--- config.mk ---
export PLATFORM = sky130hd
export DESIGN_NAME = wsc_window_scorer
export DESIGN_NICKNAME = d
export VERILOG_FILES = /design/src/rtl/wsc_pkg.sv /design/src/rtl/wsc_loader.sv /design/src/rtl/wsc_shape_sum.sv /design/src/rtl/wsc_masked_count.sv /design/src/rtl/wsc_quality.sv /design/src/rtl/wsc_window_scorer.sv
export SDC_FILE = /design/constraint.sdc
export NUM_CORES = 2
export LEC_CHECK = 0
export BUFFER_PORTS_ARGS = -buffer_cell sky130_fd_sc_hd__buf_4
export CORE_MARGIN = 2
export CORE_UTILIZATION = 50
export DETAILED_ROUTE_END_ITERATION = 8
export MAX_ROUTING_LAYER = met4
export PLACE_DENSITY = 0.66
export SETUP_SLACK_MARGIN = 0.3
export SLEW_MARGIN = 0
export SYNTH_ARGS = -nofsm -noshare
export SYNTH_HDL_FRONTEND = slang
export SYNTH_SLANG_ARGS = --single-unit
--- constraint.sdc ---
create_clock -name clk -period 146.3 [get_ports clk]
set_input_delay 29.26 -clock clk [delete_from_list [all_inputs] [get_ports clk]]
set_output_delay 29.26 -clock clk [all_outputs]
set_load 0.01 [all_outputs]
--- src/rtl/wsc_pkg.sv ---
package wsc_pkg;
  // Default geometry of the scorer.
  parameter int WSC_DIM    = 8;
  parameter int WSC_PIX_W  = 8;
  parameter int WSC_BIAS_W = 12;
  parameter int WSC_FRAC_W = 16;
endpackage

--- src/rtl/wsc_loader.sv ---
// Row-by-row window and mask store with running mask populations.
module wsc_loader #(
  parameter int DIM   = 8,
  parameter int PIX_W = 8,
  localparam int CELLS = DIM * DIM,
  localparam int CNT_W = $clog2(CELLS + 1),
  localparam int ROW_W = (DIM > 1) ? $clog2(DIM) : 1
) (
  input  logic                             clk,
  input  logic                             rst_n,
  input  logic                             wr,
  input  logic [DIM*PIX_W-1:0]             row_pix,
  input  logic [DIM-1:0]                   row_bright,
  input  logic [DIM-1:0]                   row_surr,
  output logic [DIM-1:0][DIM*PIX_W-1:0]    pix_rows,
  output logic [DIM-1:0][DIM-1:0]          bmask_rows,
  output logic [DIM-1:0][DIM-1:0]          smask_rows,
  output logic [CNT_W-1:0]                 bc,
  output logic [CNT_W-1:0]                 sc
);
  logic [ROW_W-1:0] row_q;
  logic [CNT_W-1:0] pop_b, pop_s;
  logic             first_row;

  assign first_row = (row_q == '0);

  always_comb begin
    pop_b = '0;
    pop_s = '0;
    for (int c = 0; c < DIM; c++) begin
      pop_b = pop_b + CNT_W'(row_bright[c]);
      pop_s = pop_s + CNT_W'(row_surr[c]);
    end
  end

  always_ff @(posedge clk or negedge rst_n) begin
    if (!rst_n) begin
      row_q <= '0;
      bc    <= '0;
      sc    <= '0;
    end else if (wr) begin
      row_q <= (row_q == ROW_W'(DIM - 1)) ? '0 : row_q + ROW_W'(1);
      bc    <= (first_row ? '0 : bc) + pop_b;
      sc    <= (first_row ? '0 : sc) + pop_s;
    end
  end

  for (genvar r = 0; r < DIM; r++) begin : g_row
    always_ff @(posedge clk or negedge rst_n) begin
      if (!rst_n) begin
        pix_rows[r]   <= '0;
        bmask_rows[r] <= '0;
        smask_rows[r] <= '0;
      end else if (wr && row_q == ROW_W'(r)) begin
        pix_rows[r]   <= row_pix;
        bmask_rows[r] <= row_bright;
        smask_rows[r] <= row_surr;
      end
    end
  end
endmodule

--- src/rtl/wsc_shape_sum.sv ---
// Sum of the pixels selected by the bright mask.
module wsc_shape_sum #(
  parameter int DIM   = 8,
  parameter int PIX_W = 8,
  localparam int CELLS = DIM * DIM,
  localparam int SUM_W = PIX_W + $clog2(CELLS)
) (
  input  logic [DIM-1:0][DIM*PIX_W-1:0] pix_rows,
  input  logic [DIM-1:0][DIM-1:0]       bmask_rows,
  output logic [SUM_W-1:0]              sum
);
  always_comb begin
    sum = '0;
    for (int r = 0; r < DIM; r++) begin
      for (int c = 0; c < DIM; c++) begin
        if (bmask_rows[r][c]) sum = sum + SUM_W'(pix_rows[r][c*PIX_W +: PIX_W]);
      end
    end
  end
endmodule

--- src/rtl/wsc_masked_count.sv ---
// Bright hits (pixel >= threshold) and surround hits (pixel < threshold).
module wsc_masked_count #(
  parameter int DIM   = 8,
  parameter int PIX_W = 8,
  parameter int TH_W  = 16,
  localparam int CELLS = DIM * DIM,
  localparam int CNT_W = $clog2(CELLS + 1)
) (
  input  logic [DIM-1:0][DIM*PIX_W-1:0] pix_rows,
  input  logic [DIM-1:0][DIM-1:0]       bmask_rows,
  input  logic [DIM-1:0][DIM-1:0]       smask_rows,
  input  logic signed [TH_W-1:0]        thr,
  output logic [CNT_W-1:0]              bs,
  output logic [CNT_W-1:0]              ss
);
  logic signed [TH_W-1:0] pixv;

  always_comb begin
    bs   = '0;
    ss   = '0;
    pixv = '0;
    for (int r = 0; r < DIM; r++) begin
      for (int c = 0; c < DIM; c++) begin
        pixv = $signed({{(TH_W-PIX_W){1'b0}}, pix_rows[r][c*PIX_W +: PIX_W]});
        if (bmask_rows[r][c] && (pixv >= thr)) bs = bs + CNT_W'(1);
        if (smask_rows[r][c] && (pixv <  thr)) ss = ss + CNT_W'(1);
      end
    end
  end
endmodule

--- src/rtl/wsc_quality.sv ---
// Exact hit-quality fraction and its fixed-point quotient.
module wsc_quality #(
  parameter int DIM    = 8,
  parameter int FRAC_W = 16,
  localparam int CELLS   = DIM * DIM,
  localparam int CNT_W   = $clog2(CELLS + 1),
  localparam int HQ_W    = $clog2(2 * CELLS * CELLS + 1),
  localparam int SCORE_W = FRAC_W + 1,
  localparam int QW      = HQ_W + FRAC_W
) (
  input  logic [CNT_W-1:0]   bs,
  input  logic [CNT_W-1:0]   ss,
  input  logic [CNT_W-1:0]   bc,
  input  logic [CNT_W-1:0]   sc,
  output logic               err,
  output logic [HQ_W-1:0]    num,
  output logic [HQ_W-1:0]    den,
  output logic [SCORE_W-1:0] score
);
  logic [QW-1:0] dividend, divisor;

  assign err = (bc == '0) || (sc == '0);

  always_comb begin
    num = '0;
    den = '0;
    score = '0;
    dividend = '0;
    divisor = {{(QW-1){1'b0}}, 1'b1};
    if (!err) begin
      num      = HQ_W'(bs) * HQ_W'(sc) + HQ_W'(ss) * HQ_W'(bc);
      den      = (HQ_W'(bc) * HQ_W'(sc)) << 1;
      dividend = {num, {FRAC_W{1'b0}}};
      divisor  = {{FRAC_W{1'b0}}, den};
      score    = SCORE_W'(dividend / divisor);
    end
  end
endmodule

--- src/rtl/wsc_window_scorer.sv ---
// Window scorer: load store, then a four-stage fixed-latency pipeline
// shape sum -> threshold -> masked counts -> hit quality.
module wsc_window_scorer
  import wsc_pkg::*;
#(
  parameter int DIM    = WSC_DIM,
  parameter int PIX_W  = WSC_PIX_W,
  parameter int BIAS_W = WSC_BIAS_W,
  parameter int FRAC_W = WSC_FRAC_W,
  localparam int CELLS   = DIM * DIM,
  localparam int CNT_W   = $clog2(CELLS + 1),
  localparam int SUM_W   = PIX_W + $clog2(CELLS),
  localparam int HQ_W    = $clog2(2 * CELLS * CELLS + 1),
  localparam int SCORE_W = FRAC_W + 1,
  localparam int TH_W    = ((SUM_W > BIAS_W) ? SUM_W : BIAS_W) + 2
) (
  input  logic                     clk,
  input  logic                     rst_n,
  input  logic                     in_valid,
  output logic                     in_ready,
  input  logic [DIM*PIX_W-1:0]     in_pix,
  input  logic [DIM-1:0]           in_bright,
  input  logic [DIM-1:0]           in_surr,
  input  logic signed [BIAS_W-1:0] bias,
  input  logic                     start,
  output logic                     done,
  output logic                     err,
  output logic [CNT_W-1:0]         bright_cnt,
  output logic [CNT_W-1:0]         surr_cnt,
  output logic [HQ_W-1:0]          hq_num,
  output logic [HQ_W-1:0]          hq_den,
  output logic [SCORE_W-1:0]       hq_score
);
  logic [DIM-1:0][DIM*PIX_W-1:0] pix_rows;
  logic [DIM-1:0][DIM-1:0]       bmask_rows, smask_rows;
  logic [CNT_W-1:0]              bc, sc;

  logic v1, v2, v3, busy, start_ok, wr;
  logic [SUM_W-1:0]              sum_d, sum_q, avg, divisor;
  logic signed [BIAS_W-1:0]      bias_q;
  logic signed [TH_W-1:0]        thr_d, thr_q;
  logic [CNT_W-1:0]              bs_d, ss_d, bs_q, ss_q;
  logic                          q_err;
  logic [HQ_W-1:0]               q_num, q_den;
  logic [SCORE_W-1:0]            q_score;

  assign busy     = v1 | v2 | v3;
  assign start_ok = start & ~busy;
  assign in_ready = ~busy & ~start;
  assign wr       = in_valid & in_ready;

  wsc_loader #(.DIM(DIM), .PIX_W(PIX_W)) u_loader (
    .clk(clk), .rst_n(rst_n), .wr(wr),
    .row_pix(in_pix), .row_bright(in_bright), .row_surr(in_surr),
    .pix_rows(pix_rows), .bmask_rows(bmask_rows), .smask_rows(smask_rows),
    .bc(bc), .sc(sc)
  );

  wsc_shape_sum #(.DIM(DIM), .PIX_W(PIX_W)) u_sum (
    .pix_rows(pix_rows), .bmask_rows(bmask_rows), .sum(sum_d)
  );

  // Stage 2 logic: threshold from the registered shape sum.
  assign divisor = (bc == '0) ? SUM_W'(1) : SUM_W'(bc);
  assign avg     = sum_q / divisor;
  assign thr_d   = $signed({{(TH_W-SUM_W){1'b0}}, avg})
                 - $signed({{(TH_W-BIAS_W){bias_q[BIAS_W-1]}}, bias_q});

  wsc_masked_count #(.DIM(DIM), .PIX_W(PIX_W), .TH_W(TH_W)) u_count (
    .pix_rows(pix_rows), .bmask_rows(bmask_rows), .smask_rows(smask_rows),
    .thr(thr_q), .bs(bs_d), .ss(ss_d)
  );

  wsc_quality #(.DIM(DIM), .FRAC_W(FRAC_W)) u_quality (
    .bs(bs_q), .ss(ss_q), .bc(bc), .sc(sc),
    .err(q_err), .num(q_num), .den(q_den), .score(q_score)
  );

  always_ff @(posedge clk or negedge rst_n) begin
    if (!rst_n) begin
      v1 <= 1'b0;
      v2 <= 1'b0;
      v3 <= 1'b0;
      done <= 1'b0;
      sum_q <= '0;
      bias_q <= '0;
      thr_q <= '0;
      bs_q <= '0;
      ss_q <= '0;
    end else begin
      v1 <= start_ok;
      v2 <= v1;
      v3 <= v2;
      done <= v3;
      if (start_ok) begin
        sum_q  <= sum_d;
        bias_q <= bias;
      end
      if (v1) thr_q <= thr_d;
      if (v2) begin
        bs_q <= bs_d;
        ss_q <= ss_d;
      end
    end
  end

  always_ff @(posedge clk or negedge rst_n) begin
    if (!rst_n) begin
      err        <= 1'b0;
      bright_cnt <= '0;
      surr_cnt   <= '0;
      hq_num     <= '0;
      hq_den     <= '0;
      hq_score   <= '0;
    end else if (v3) begin
      err        <= q_err;
      bright_cnt <= q_err ? '0 : bs_q;
      surr_cnt   <= q_err ? '0 : ss_q;
      hq_num     <= q_num;
      hq_den     <= q_den;
      hq_score   <= q_score;
    end
  end
endmodule

==> metrics.cfg <==
[worst_setup_path]
crit_top_cell=o21ai_0
worst-path-stages=394
r2r_cells=394
cp-end-kind=flop
cp_max_fo=40
critPathArrivalTime_ns=90.12
cp_data_required_time_ns=146.94
cpLargestDelayFamily=compound AO/OA/AOI/OAI gates
r2r_slack_ns=56.82
crit_slowest_cell=nor2_1
crit_buf_inv=16
r2r_start=u_loader.sc[4]
crit_start=u_loader.sc[4]
crit_path_start_kind=flop
path_class=flop to flop
critPathMaxStageDelay_ns=0.75

[timing]
fin_crit_sh_pct=61.16
max_freq_mhz=11.18
clock_skew_ns=0.08890
rsz0062_at_grt=no
finalMaxSlewViolations=0
relSlewSlack_pct=9.579
finalHoldViolations=0
worst_pin_slew_ns=1.342
finalSetupViolCount=0
setup_tns_ns=0
finalCriticalPeriod_ns=89.48

[yosys]
synth.distinct_cells=150
syn_nets=16600
yosysWarnings=0
syn_area_per_cell_um2=8.179
yosysSeqAreaShare_pct=16.15
syn_area_mm2=0.1202
async_flop_share_pct=100.0
synth_edf_count=0
ys.flop_type=dfrtp_1
netlist_instances=14700
ys_ff_latch=776

[finish]
design_area_mm2=0.1293
syn_to_final_growth_pct=7.523
utilization_pct=53.89
layout-drive-gt1-share_pct=10.68
stdcell_count=18150
fin_nets=16600

[cts]
clock_tree.root_cell=clkbuf_16
ctsHoldBuffers=0
clk_latency_ns=0.83
cts_setup_buffers=0
path_clk_slew_ns=0.07
cts_tree=yes
cts_repair_resize_count=0
cts_buffer_depth=3
cts_made_buffers=105
clock_sinks=776
h-tree-depth=3

[place]
place_hpwl_mm=314.2
dpl.cell_count=17780
place_area_mm2=0.1249
place_congestion=0.9784
port_buffers=156

[detailed_routing]
vias=111700
viasPerCell=6.154
ant_nets=0
wirelength_mm=420.4
drt_iter0_markers=11040
wl_per_cell_um=23.16
drt-pass1-iter-count=6
drc=0

[floorplan]
io-pin-count=158
core_mm2=0.2399
num_rows=180
die-area_mm2=0.2444
initial_utilization_pct=50.12
fp.dieH_um=494.3
die_x_um=494.3

[min_path]
hold_path.class=flop to flop
hold_path.startpoint=u_loader.smask_rows[15]
whs_path_depth=2

[grt]
grt_start_max_net_pins=139
first_global_vias=101600
grt_pass1_wl_mm=625.9
track_usage_pct=34.32
grt_antenna_before_repair=75
overflow=0

[run_status]
status=complete, no violations

[run]
cap_violations=0

==> registers in the layout (all words and copies together), names as in the netlist, 12 cells and up <==
| name | flops |
|---|---|
| hq_num | 14 |
| thr_q | 16 |
| u_loader.smask_rows | 64 |
| hq_score | 17 |
| u_loader.bmask_rows | 64 |
| u_loader.pix_rows | 512 |
| hq_den | 13 |
| sum_q | 14 |
| bias_q | 12 |
==> final cells by class <==
class	instances	area [µm²]
Fill cell	22710	110600
Multi-Input combinational cell	12430	95170
Sequential cell	776	19430
Inverter	1096	4124
Tap cell	3185	3985
Clock buffer	129	2858
Timing Repair Buffer	289	2190
Clock inverter	68	1059
Antenna cell	176	440.4
==> cells in the mapped netlist, drive strengths merged (50+ instances only) <==
master	instances	share of area, %
o31ai	115	0.75
a21oi	958	4.0
xnor3	67	1.3
o21ai	1066	4.4
o21a	364	2.3
inv	1086	3.4
mux2i	113	0.95
nor3b	50	0.31
xnor2	878	6.6
a22o	63	0.46
clkbuf	311	0.98
nor4	60	0.39
and2	207	1.1
or3	102	0.54
a21o	338	2.1
o21bai	141	0.88
a31oi	115	0.61
or2	91	0.47
o211ai	99	0.65
nand2	1229	3.8
mux2	791	7.4
nand4	208	1.1
nand2b	240	1.2
nand3	266	1.1
buf	80	0.38
a21boi	92	0.59
o22ai	54	0.28
nor2	983	3.1
and3	89	0.46
a211oi	67	0.45
xor2	429	3.2
dfrtp	776	16
nor3	341	1.5
fa	164	2.7
nor2b	327	1.7
ha	1640	17
==> metrics by stage <==
step	setup slack [ns]	hold WS, ns
floorplan	67.86	0.3519
global placement	59.38	0.4548
detailed placement	58.41	0.4623
CTS	58.08	0.4769
global route	48.26	0.4919
finish	56.82	0.4723
==> logic make-up (layout without fill, tap and decap cells) <==
group | count (synthesis) | count (layout) | synth area share (%)
other cells | 1 | 177 | 0.003120
mux | 904 | 904 | 8.357
buf+inv | 1488 | 1582 | 4.788
xor+xnor | 1393 | 1393 | 11.41
compound gates | 3950 | 3950 | 21.29
simple gates | 4364 | 4364 | 18.05
flops | 776 | 776 | 16.15
fa+ha+maj | 1821 | 1821 | 19.94
==> worst paths after layout <==
path,to
max,hq_score[0]
min,u_loader.smask_rows[15]
max reg2reg,hq_score[0]
min reg2reg,u_loader.smask_rows[15]
max in group asynchronous,u_loader.pix_rows[36]
min in group asynchronous,hq_num[13]
==> layer usage <==
layer	GRT usage, %	up-vias	wire length, µm
met4	16.10	0	20110
li1	-	53110	-
met3	5.914	878	38380
met2	51.91	4852	185200
met5	-	-	0
met1	44.48	52860	176700
==> cells in the final DEF, fill, tap and decap left out, types with 36 or more instances in the layout <==
| cell type | n |
|---|---|
| a211oi_1 | 60 |
| a21boi_0 | 79 |
| a21o_1 | 337 |
| a21oi_1 | 951 |
| a22o_1 | 63 |
| a31oi_1 | 113 |
| and2_1 | 204 |
| and3_1 | 89 |
| buf_4 | 287 |
| clkbuf_16 | 105 |
| dfrtp_1 | 774 |
| diode_2 | 176 |
| fa_1 | 163 |
| ha_1 | 1640 |
| inv_1 | 1071 |
| mux2_2 | 787 |
| mux2i_1 | 111 |
| nand2_1 | 1221 |
| nand2b_1 | 240 |
| nand3_1 | 261 |
| nand3b_1 | 47 |
| nand4_1 | 206 |
| nor2_1 | 981 |
| nor2b_1 | 327 |
| nor3_1 | 329 |
| nor3b_1 | 50 |
| nor4_1 | 50 |
| o211a_1 | 36 |
| o211ai_1 | 95 |
| o21a_1 | 363 |
| o21ai_0 | 1019 |
| o21ai_1 | 44 |
| o21bai_1 | 141 |
| o22ai_1 | 54 |
| o31ai_1 | 110 |
| or2_2 | 84 |
| or3_1 | 100 |
| xnor2_1 | 848 |
| xnor3_1 | 63 |
| xor2_1 | 421 |
==> tightest hold or removal path: stages (launching register included) <==
cell	delay (ns)
dfrtp_1	0.34
nand2_1	0.04
o21ai_0	0.05
Power is left out: the tool's default activity adds up to more than one toggle a clock period on the data nets, which glitch-free logic cannot reach.
